**config.mk**
```make
export PLATFORM = sky130hd
export DESIGN_NAME = ulpi_lpm_ctrl
export DESIGN_NICKNAME = d
export VERILOG_FILES = /design/src/rtl/ulpi_lpm_ctrl.sv
export SDC_FILE = /design/constraint.sdc
export NUM_CORES = 1
export LEC_CHECK = 0
export BUFFER_PORTS_ARGS = -buffer_cell sky130_fd_sc_hd__buf_2
export CAP_MARGIN = 30
export CORE_MARGIN = 2
export CORE_UTILIZATION = 53
export DETAILED_ROUTE_END_ITERATION = 8
export GPL_ROUTABILITY_DRIVEN = 0
export PLACE_DENSITY = 0.8
export SLEW_MARGIN = 10
export SYNTH_ARGS = -nofsm -noshare
export SYNTH_HDL_FRONTEND = slang
export SYNTH_SLANG_ARGS = --single-unit
export TNS_END_PERCENT = 10
```
**constraint.sdc**
```tcl
create_clock -name clk -period 3.9 [get_ports clk]
set_input_delay 0.195 -clock clk [delete_from_list [all_inputs] [get_ports clk]]
set_output_delay 0.195 -clock clk [all_outputs]
set_load 0.1 [all_outputs]
```
**src/rtl/ulpi_lpm_ctrl.sv**
```systemverilog
module ulpi_lpm_ctrl #(
  parameter int N_IRQ     = 4,
  parameter int MIN_DWELL = 120,
  parameter int SUSP_BIT  = 6
) (
  input  logic             clk,
  input  logic             rst_n,
  input  logic             fc_wr,
  input  logic [7:0]       fc_wdata,
  output logic             susp_en_o,
  input  logic             stp,
  input  logic [1:0]       linestate,
  input  logic [N_IRQ-1:0] irq_src,
  input  logic [N_IRQ-1:0] irq_mask,
  output logic             dir,
  output logic             nxt,
  output logic [7:0]       dout
);
  localparam int CW = $clog2(MIN_DWELL + 1);
  localparam logic [CW-1:0] DWELL_MAX = CW'(MIN_DWELL);

  typedef enum logic [2:0] {
    ST_SYNC, ST_ENT_TA, ST_LPM, ST_EXIT_TA, ST_RX_TA, ST_RXCMD
  } state_t;

  state_t           state;
  logic [CW-1:0]    dwell;
  logic [N_IRQ-1:0] snap, chg;
  logic             pend;
  logic [N_IRQ-1:0] diff;
  logic             dwell_done;

  assign diff       = (irq_src ^ snap) & irq_mask;
  assign dwell_done = (dwell >= DWELL_MAX);

  always_ff @(posedge clk) begin
    if (!rst_n) begin
      state     <= ST_SYNC;
      susp_en_o <= 1'b1;
      dwell     <= '0;
      snap      <= '0;
      chg       <= '0;
      pend      <= 1'b0;
    end else begin
      case (state)
        ST_SYNC: begin
          if (fc_wr && !fc_wdata[SUSP_BIT]) begin
            state     <= ST_ENT_TA;
            susp_en_o <= 1'b0;
            dwell     <= '0;
            snap      <= irq_src;
            chg       <= '0;
          end
        end
        ST_ENT_TA: begin
          state <= ST_LPM;
          chg   <= chg | diff;
          if (!dwell_done) dwell <= dwell + CW'(1);
        end
        ST_LPM: begin
          chg <= chg | diff;
          if (!dwell_done) dwell <= dwell + CW'(1);
          if (stp && dwell_done) begin
            state     <= ST_EXIT_TA;
            susp_en_o <= 1'b1;
            pend      <= |(chg & diff);
          end
        end
        ST_EXIT_TA: state <= pend ? ST_RX_TA : ST_SYNC;
        ST_RX_TA:   state <= ST_RXCMD;
        ST_RXCMD:   state <= ST_SYNC;
        default:    state <= ST_SYNC;
      endcase
    end
  end

  assign dir = (state == ST_ENT_TA) || (state == ST_LPM) ||
               (state == ST_RX_TA)  || (state == ST_RXCMD);
  assign nxt = 1'b0;

  always_comb begin
    case (state)
      ST_LPM:   dout = {4'b0000, |chg, 1'b0, linestate};
      ST_RXCMD: dout = {3'b000, 1'b1, 2'b00, linestate};
      default:  dout = 8'h00;
    endcase
  end
endmodule

```
==> results of run 1 <==
-- cells by family after synthesis --
kind of cell	Yosys count	synth area share [%]
muxes	1	0.927
buffers and inverters	12	6.95
and+or+nand+nor	48	26.7
AOI/OAI and AO/OA	26	17.7
DFF	20	37.1
xor gates and xnor gates	9	8.00
adders and majority gates	2	2.32
other	1	0.347
-- cells in the mapped netlist (3+ instances only) --
cell type,count
nand3_1,3
nand2_1,7
buf_4,6
a31oi_1,4
xor2_1,4
and2_1,3
dfxtp_1,20
xnor2_1,4
nor2_1,11
o21ai_0,6
nor3_1,3
a21boi_1,5
nor4_1,3
-- cell usage in the layout (no fill, tap or decap), types with 2 or more instances in the layout --
cell	netlist	final
dfxtp_1	20	20
nand2_1	7	7
clkbuf_4	0	3
a32oi_1	2	2
xor2_1	4	4
nor3_1	3	3
buf_2	0	20
a21boi_1	5	5
xnor2_1	4	4
a31oi_1	4	4
and2_0	2	2
conb_1	1	5
nor2b_1	2	2
inv_1	2	2
nor2_1	11	11
and2_1	3	3
a21oi_1	2	2
nand3_1	3	3
nor4_1	3	3
ha_1	2	2
o31ai_1	2	2
nor3b_1	2	2
o21ai_0	6	6
-- per-stage QoR --
step | setup slack, ps | area [µm²] | power (mW) | cells
after floorplan | 1310 | 1090 | 0.349 | 123
after global placement | 1850 | 1160 | 0.363 | 160
after detailed placement | 1820 | 1160 | 0.366 | 160
after CTS | 1460 | 1210 | 0.537 | 164
after global routing | 1330 | 1210 | 0.555 | 164
final | 1450 | 1210 | 0.534 | 164
-- power groups by stage --
| stage | logic, mW | clock network [mW] | registers, mW |
|---|---|---|---|
| after floorplan | 0.116 | 0 | 0.233 |
| after global placement | 0.128 | 0 | 0.235 |
| after detailed placement | 0.130 | 0 | 0.236 |
| after CTS | 0.131 | 0.174 | 0.232 |
| after global routing | 0.140 | 0.181 | 0.234 |
| final | 0.130 | 0.171 | 0.232 |
-- worst min-delay path, cell delays in order --
cell,delay (ps)
buf_2,110
nand2_1,50
a21boi_1,50
-- flip-flops by register name, indices dropped and copies added (netlist names) --
register   flops
dwell          7
chg            4
snap           4
state          3
pend           1
susp_en_o      1
-- area by class of cell --
cell class / count / share of cell area (%)
clock buffers: 3 / 1.86
flip-flops and latches: 20 / 33.0
multi-input cells: 91 / 51.0
well taps: 27 / 2.78
inverters: 2 / 0.619
repair buffers: 20 / 8.25
clock inverters: 1 / 2.47
-- worst max path at each step --
stage	startpoint	endpoint	depth (start not counted)
2_1_floorplan	state[2]$_SDFFE_PN0P_	dir	3
3_3_place_gp	state[1]$_SDFFE_PN0P_	dout[0]	4
3_5_place_dp	state[1]$_SDFFE_PN0P_	dout[0]	4
4_1_cts	state[1]$_SDFFE_PN0P_	dout[0]	4
5_1_grt	state[1]$_SDFFE_PN0P_	dout[1]	4
6_report	state[1]$_SDFFE_PN0P_	dout[0]	4
-- layer usage --
| metal | global-route usage, % | part of all wire, % | up-vias |
|---|---|---|---|
| li1 | - | - | 446 |
| met1 | 26.3 | 46 | 418 |
| met2 | 28.8 | 47 | 37 |
| met3 | 2.76 | 5.6 | 4 |
| met4 | 10.0 | 0.91 | 0 |
| met5 | 0 | 0 | - |
==> results_dict.tcl, run 1 <==
set metrics [dict create \
    ir_drop_uv 277 \
    synth_enable_flop_cells 0 \
    cts_resized 0 \
    max_cap_viol_count 0 \
    die-area_um2 2410 \
    post-route-period-util_pct 62.9 \
    cp_data_required_time_ps 3700 \
    numCtsBuffers 3 \
    clk_pin_slew_ps 120 \
    clock_latency_ps 300 \
    path_class "reg -> out" \
    pwr-share-comb_pct 24.4 \
    grt_pass1_vias 807 \
    htree_levels 1 \
    fin_setup_tns_ps 0 \
    finalNetCount 162 \
    clockBufferDepth 2 \
    grtUsageTotal_pct 19.1 \
    max_freq_ghz 0.407 \
    syn_inst 119 \
    area_growth_pct 12.4 \
    worst-path-buf-inv 1 \
    dr.pass1.iters 4 \
    ant_nets 0 \
    clockPowerShare_pct 32.1 \
    hold_depth 3 \
    grt_pass1_wl_mm 3.61 \
    reg2reg_to "pend$_SDFFE_PN0P_" \
    yosys_register_bits 20 \
    p_sw_share_pct 33.4 \
    min_from "irq_src[1]" \
    fillCellCount 173 \
    core.rowCount 16 \
    die_h_um 49.1 \
    ys_warn_count 0 \
    vias 905 \
    io_buffers 20 \
    hold_path_class "in -> reg" \
    syn_area_um2 1080 \
    syn_area_per_cell_um2 9.07 \
    final-seq-area_um2 400 \
    p_int_uw 355 \
    rsz0062_at_grt "false" \
    worstMarginPinSlew_ps 762 \
    critPathTopFamily "flip-flops" \
    max-slew-margin-rel_pct 49.1 \
    critPathCaptureType "primary output" \
    start_util_pct 55.6 \
    sequentialPowerShare_pct 43.5 \
    synth.yosys.seq_area_share_pct 37.1 \
    synth_top_cell_area_share_pct 37.1 \
    maxSlewViolCount 0 \
    grt_overflow 0 \
    critPathLaunchType "register" \
    p_per_area_nw_per_um2 440 \
    report.final.hold_viol_count 0 \
    ios 33 \
    synth_cell_types 44 \
    critical_path.cell_chain "or3b_1 > nand2b_1 > and2_1 > buf_2" \
    coreArea_um2 1940 \
    drc 0 \
    switchingPower_uw 178 \
    cts_root_buf "clkbuf_4" \
    reg2reg_from "state[1]$_SDFFE_PN0P_" \
    place_hpwl_mm 1.51 \
    synth_area_leaders "dfxtp_1 (37%), buf_4 (4.2%), nor2_1 (3.8%), a21boi_1 (3.5%), xnor2_1 (3.2%)" \
    antenna_found_initial 0 \
    slowest_delay_ps 840 \
    status "complete, no violations" \
    wl_mm 2.10 \
    period_minus_slack_ps 2450 \
    r2r_slack_ps 1920 \
    multi_input_area_um2 619 \
    hold_buffers 0 \
    rr_worst_depth 4 \
    p_leak_nw 0.462 \
    final_util_pct 62.5 \
    post-cts-setup-buffer-count 0 \
    crit_path_top_delay_cell "dfxtp_1" \
    drt_iter0_drc 15 \
    wl_per_cell_um 12.8 \
    path_max_fanout 17 \
    async_flop_share_pct 0 \
    clock_skew_ps 3.56 \
    die_x_um 49.1 \
    n_antenna_cell 0 \
    finalSetupViolCount 0 \
    cts_tree "yes" \
    drive_above_1_share_pct 22.6 \
    holdPathEnd "snap[1]$_SDFFE_PN0P_" \
    grt_max_degree 18 \
    cts_sinks 20 \
    yosysTopAreaCell "dfxtp_1" \
    synth_ff_type "dfxtp_1" \
    worst_hold_slack_ps 128 \
    arrival_ps 2260 \
    vias_per_cell 5.52 \
]
Power figures use the tool's default switching activity.
==> run 2: changes to the inputs <==
--- a/config.mk
+++ b/config.mk
@@ -5,13 +5,14 @@
 export SDC_FILE = /design/constraint.sdc
 export NUM_CORES = 1
 export LEC_CHECK = 0
+export ABC_AREA = 1
 export BUFFER_PORTS_ARGS = -buffer_cell sky130_fd_sc_hd__buf_2
 export CAP_MARGIN = 30
 export CORE_MARGIN = 2
-export CORE_UTILIZATION = 53
+export CORE_UTILIZATION = 50
 export DETAILED_ROUTE_END_ITERATION = 8
 export GPL_ROUTABILITY_DRIVEN = 0
-export PLACE_DENSITY = 0.8
+export PLACE_DENSITY = 0.76
 export SLEW_MARGIN = 10
 export SYNTH_ARGS = -nofsm -noshare
 export SYNTH_HDL_FRONTEND = slang
==> constraint.sdc (replaced) <==
create_clock -name clk -period 2.5 [get_ports clk]
set_input_delay 0.125 -clock clk [delete_from_list [all_inputs] [get_ports clk]]
set_output_delay 0.125 -clock clk [all_outputs]
set_load 0.1 [all_outputs]
==> results_dict.tcl, run 2 <==
set metrics [dict create \
    status "complete, no violations" \
    vias 1022 \
    path_max_fanout 4 \
    wl_per_cell_um 10.6 \
    cp-endpoint "dout[3]" \
    synthAdderAreaFrac_pct 2.22 \
    critPathLaunchType "register" \
    max_freq_ghz 0.534 \
    syn_inst 153 \
    ant_nets 0 \
    critical_path.cell_chain "inv_2 > nor3_2 > inv_2 > a41oi_1 > buf_2" \
    yosysTopAreaCell "dfxtp_1" \
    final_common_cell "nand2_1" \
    fin_setup_tns_ps 0 \
    synthMuxAreaShare_pct 0 \
    report.final.hold_viol_count 0 \
    critPathCaptureType "primary output" \
    core.rowCount 17 \
    yosys.area_share.simple_pct 38.0 \
    start_util_pct 51.8 \
    period_minus_slack_ps 1870 \
    syn_area_per_cell_um2 7.35 \
    grtUsageTotal_pct 18.3 \
    grt_max_degree 12 \
    largest-register "dwell" \
    arrival_ps 1750 \
    finalWorstSetupSlack_ps 626 \
    cp_data_required_time_ps 2380 \
    layout_common_cells "nand2_1 (30), nor2_1 (20), dfxtp_1 (20), buf_2 (20), inv_1 (14)" \
    synth_enable_flop_cells 0 \
    ys_warn_count 0 \
    p_per_area_nw_per_um2 662 \
    dr.pass1.iters 4 \
    die_x_um 51.4 \
    die-area_um2 2650 \
    synth_ff_type "dfxtp_1" \
    post-route-period-util_pct 75.0 \
    n_antenna_cell 0 \
    path_class "reg -> out" \
    clock_skew_ps 15.2 \
    grt_overflow 0 \
    finalSetupViolCount 0 \
    clockBufferDepth 2 \
    rr_worst_depth 6 \
    cts_tree "yes" \
    reg_top3 "dwell (7), chg (4), snap (4)" \
    clk_pin_slew_ps 120 \
    yosys.area_share.xor_xnor_pct 0.779 \
    numCtsBuffers 3 \
    synth_top_family_by_area "simple AND/OR/NAND/NOR gates" \
    yosys_register_bits 20 \
    cts_root_buf "clkbuf_4" \
    synth.most_common_cell "nand2_1" \
    finalPower_uw 845 \
    synth_top_cell_area_share_pct 35.6 \
    syn_area_um2 1120 \
    async_flop_share_pct 0 \
    max_cap_viol_count 0 \
    final_util_pct 58.8 \
    coreArea_um2 2170 \
    finalNetCount 201 \
    drive_above_1_share_pct 26.1 \
    die_h_um 51.4 \
    synth_cell_types 28 \
    synth_common_cells "nand2_1 (30), nor2_1 (21), dfxtp_1 (20)" \
    synth.yosys.seq_area_share_pct 35.6 \
    pre_cts_slack_ps 966 \
    cts_resized 0 \
    grt_pass1_vias 906 \
    largest_register_ffs 7 \
    slowest_delay_ps 450 \
    antenna_found_initial 0 \
    r2r_slack_ps 1160 \
    grt_pass1_wl_mm 3.68 \
    drc 0 \
    vias_per_cell 5.01 \
    cts_sinks 20 \
    crit_path_top_delay_cell "buf_2" \
    cpMostUsedCell "inv_2" \
    post-cts-setup-buffer-count 0 \
    place_hpwl_mm 1.70 \
    synth_compound_area_share_pct 13.7 \
    reg2reg_to "dwell[0]$_SDFFE_PN0P_" \
    htree_levels 1 \
    clock_latency_ps 300 \
    hold_buffers 0 \
    wl_mm 2.15 \
    maxSlewViolCount 0 \
    reg2reg_from "state[0]$_SDFFE_PN0P_" \
    hold_path_class "in -> reg" \
    ios 33 \
    io_buffers 20 \
    p_leak_nw 0.535 \
    drt_iter0_drc 15 \
    rsz0062_at_grt "false" \
    synth_area_leaders "dfxtp_1 (36%), nand2_1 (10%), nor2_1 (7.0%), a21oi_1 (5.3%), nand4_1 (5.0%)" \
    area_growth_pct 13.5 \
    ir_drop_uv 366 \
    crit_start "state[1]$_SDFFE_PN0P_" \
]
run 2: area by class of cell:
class | count | area, µm²
fillers | 202 | 893
multi-input cells | 114 | 637
flip-flops and latches | 20 | 400
repair buffers | 20 | 100
inverters | 18 | 67.6
clock buffers | 4 | 36.3
well taps | 28 | 35.0
run 2: kinds of logic (layout without fill, tap and decap cells):
group | Yosys count | after routing
AO/OA/AOI/OAI | 25 | 25
XOR/XNOR | 1 | 1
adder cells (fa/ha/maj) | 2 | 2
buffers and inverters | 23 | 42
flip-flops | 20 | 20
other | 1 | 5
AND/OR/NAND/NOR | 81 | 81
run 2: how the worst min path moves through the flow:
stage / endpoint / cells past startpoint / slack, ps / from
after CTS: snap[2]$_SDFFE_PN0P_ / 3 / 90 / irq_src[2]
after global placement: snap[2]$_SDFFE_PN0P_ / 3 / 400 / irq_src[2]
after detailed placement: snap[1]$_SDFFE_PN0P_ / 3 / 410 / irq_src[1]
after floorplan: snap[0]$_SDFFE_PN0P_ / 2 / 260 / rst_n
after global routing: chg[3]$_SDFFE_PN0P_ / 3 / 90 / irq_mask[3]
final: snap[2]$_SDFFE_PN0P_ / 3 / 90 / irq_src[2]
run 2: metrics by stage:
| step | hold slack (ps) | instance area, µm² | instances |
|---|---|---|---|
| floorplan | 261 | 1140 | 157 |
| global route | 89.7 | 1280 | 204 |
| detailed placement | 412 | 1240 | 200 |
| CTS | 90.9 | 1280 | 204 |
| finish | 87.8 | 1280 | 204 |
| global placement | 398 | 1240 | 200 |
run 2: layer usage:
layer,part of all wire (%),GRT usage (%)
met5,0,0
met4,1.5,7.89
met3,4.8,3.51
met2,48,30.8
met1,46,22.6
run 2: where the power goes:
group | leakage [nW] | switching, mW | internal [mW]
Combinational | 0.351 | 0.225 | 0.0687
Sequential | 0.163 | 0.0221 | 0.344
Clock | 0.0210 | 0.0969 | 0.0888
run 2: worst max-delay path, delay by kind of cell, from the launching register on:
family | cells | cell delay [ps]
AOI/OAI and AO/OA | 1 | 180
buffers and inverters | 3 | 620
DFF | 1 | 390
and+or+nand+nor | 1 | 260
==> run 3: changes to the inputs <==
--- a/config.mk
+++ b/config.mk
@@ -5,7 +5,7 @@
 export SDC_FILE = /design/constraint.sdc
 export NUM_CORES = 1
 export LEC_CHECK = 0
-export ABC_AREA = 1
+export ABC_AREA = 0
 export BUFFER_PORTS_ARGS = -buffer_cell sky130_fd_sc_hd__buf_2
 export CAP_MARGIN = 30
 export CORE_MARGIN = 2
==> constraint.sdc (replaced) <==
create_clock -name clk -period 1.9 [get_ports clk]
set_input_delay 0.095 -clock clk [delete_from_list [all_inputs] [get_ports clk]]
set_output_delay 0.095 -clock clk [all_outputs]
set_load 0.1 [all_outputs]
==> results_dict.tcl, run 3 (same netlist as run 1, synthesis figures left out) <==
set metrics [dict create \
    status "complete, no violations" \
    cts_root_buf "clkbuf_4" \
    place_hpwl_mm 1.59 \
    ir_drop_uv 669 \
    ant_nets 0 \
    antenna_found_initial 0 \
    largest-register "dwell" \
    post-cts-setup-buffer-count 0 \
    cts_tree "yes" \
    r2r_slack_ps 260 \
    htree_levels 1 \
    grtUsageTotal_pct 18.7 \
    max_cap_viol_count 0 \
    path_max_fanout 7 \
    switchingPower_uw 361 \
    n_antenna_cell 0 \
    grt_pass1_wl_mm 3.64 \
    rr_worst_depth 3 \
    start_util_pct 53.9 \
    min_from "irq_src[3]" \
    core.rowCount 16 \
    clockPowerShare_pct 30.9 \
    reg2reg_to "dwell[5]$_SDFFE_PN0P_" \
    post-route-period-util_pct 92.5 \
    drc 0 \
    area_growth_pct 19.4 \
    drt_iter0_drc 13 \
    crit_path_top_delay_cell "or3b_1" \
    p_leak_nw 0.494 \
    final_util_pct 64.4 \
    die_h_um 50.5 \
    hold_depth 3 \
    coreArea_um2 2000 \
    fin_setup_tns_ps 0 \
    grt_pass1_vias 827 \
    wl_mm 2.09 \
    cts_resized 0 \
    p_per_area_nw_per_um2 860 \
    p_sw_share_pct 32.5 \
    slowest_delay_ps 420 \
    cp_data_required_time_ps 1800 \
    period_minus_slack_ps 1760 \
    clock_latency_ps 300 \
    reg_top3 "dwell (7), chg (4), snap (4)" \
    largest_register_ffs 7 \
    hold_path_class "in -> reg" \
    die-area_um2 2550 \
    placed_cell_area_um2 1240 \
    critPathLaunchType "register" \
    final_area_um2 1290 \
    clk_pin_slew_ps 120 \
    path_class "reg -> out" \
    layout_common_cells "dfxtp_1 (20), buf_2 (17), nor2_1 (11)" \
    critPathCaptureType "primary output" \
    maxSlewViolCount 0 \
    hold_buffers 0 \
    report.final.hold_viol_count 0 \
    cts_sinks 20 \
    rsz0062_at_grt "false" \
    reg2reg_from "state[2]$_SDFFE_PN0P_" \
    place_inst 163 \
    finalSetupViolCount 0 \
    arrival_ps 1660 \
    numCtsBuffers 3 \
    pwr-share-comb_pct 27.6 \
    holdPathEnd "snap[3]$_SDFFE_PN0P_" \
    sequentialPowerShare_pct 41.6 \
    ios 33 \
    critical_path.cell_chain "buf_4 > or3b_1 > nand2b_1 > and2_1 > buf_12" \
    finalNetCount 165 \
    final_common_cell "dfxtp_1" \
    dr.pass1.iters 4 \
    vias_per_cell 5.51 \
    wl_per_cell_um 12.5 \
    io_buffers 20 \
    die_x_um 50.5 \
    grt_overflow 0 \
    vias 921 \
    grt_max_degree 15 \
    max_freq_ghz 0.569 \
    instances_no_fill 167 \
    p_int_uw 748 \
    drive_above_1_share_pct 25.0 \
    clock_skew_ps 7.72 \
    clockBufferDepth 2 \
]
-- run 3: worst max-delay path: cells and delay by family (launching register included) --
family | cells | cell delay (ps)
buffers and inverters | 2 | 340
flip-flops | 1 | 330
AND/OR/NAND/NOR | 3 | 700
-- run 3: worst max path at each step --
stage	startpoint	slack (ps)	endpoint	depth (start not counted)
after floorplan	state[1]$_SDFFE_PN0P_	-450	dout[0]	4
after global placement	state[2]$_SDFFE_PN0P_	300	dwell[0]$_SDFFE_PN0P_	4
after detailed placement	state[2]$_SDFFE_PN0P_	280	dwell[5]$_SDFFE_PN0P_	3
after CTS	state[0]$_SDFFE_PN0P_	110	dout[1]	5
after global routing	state[0]$_SDFFE_PN0P_	40	dout[1]	5
final	state[0]$_SDFFE_PN0P_	140	dout[0]	5
-- run 3: metal layers --
metal | vias up | wire (µm) | GRT usage [%]
met1 | 434 | 1000 | 25.0
met3 | 2 | 115 | 4.17
met4 | 0 | 12 | 6.76
met5 | - | 0 | 0
li1 | 453 | - | -
met2 | 32 | 964 | 29.6
-- run 3: area by class of cell --
cell class              instances  area, µm²
well taps                      27       33.8
clock inverters                 1       30.0
flip-flops and latches         20        400
multi-input cells              91        627
inverters                       2       7.51
clock buffers                   3       22.5
repair buffers                 23        168
fillers                       167        713
-- run 3: power groups by stage --
stage	sequential (mW)	combinational (mW)	clock, mW
floorplan	0.479	0.241	0
global placement	0.468	0.301	0
detailed placement	0.469	0.305	0
CTS	0.460	0.306	0.360
global route	0.464	0.330	0.369
finish	0.461	0.305	0.343
-- run 3: through the flow --
stage / worst slack (ps) / hold slack, ps / power, mW
6_report: 142 / 38.7 / 1.11
5_1_grt: 41.3 / 33.6 / 1.16
4_1_cts: 111 / 22.1 / 1.13
3_5_place_dp: 285 / 355 / 0.775
3_3_place_gp: 295 / 353 / 0.769
2_1_floorplan: -450 / 230 / 0.720
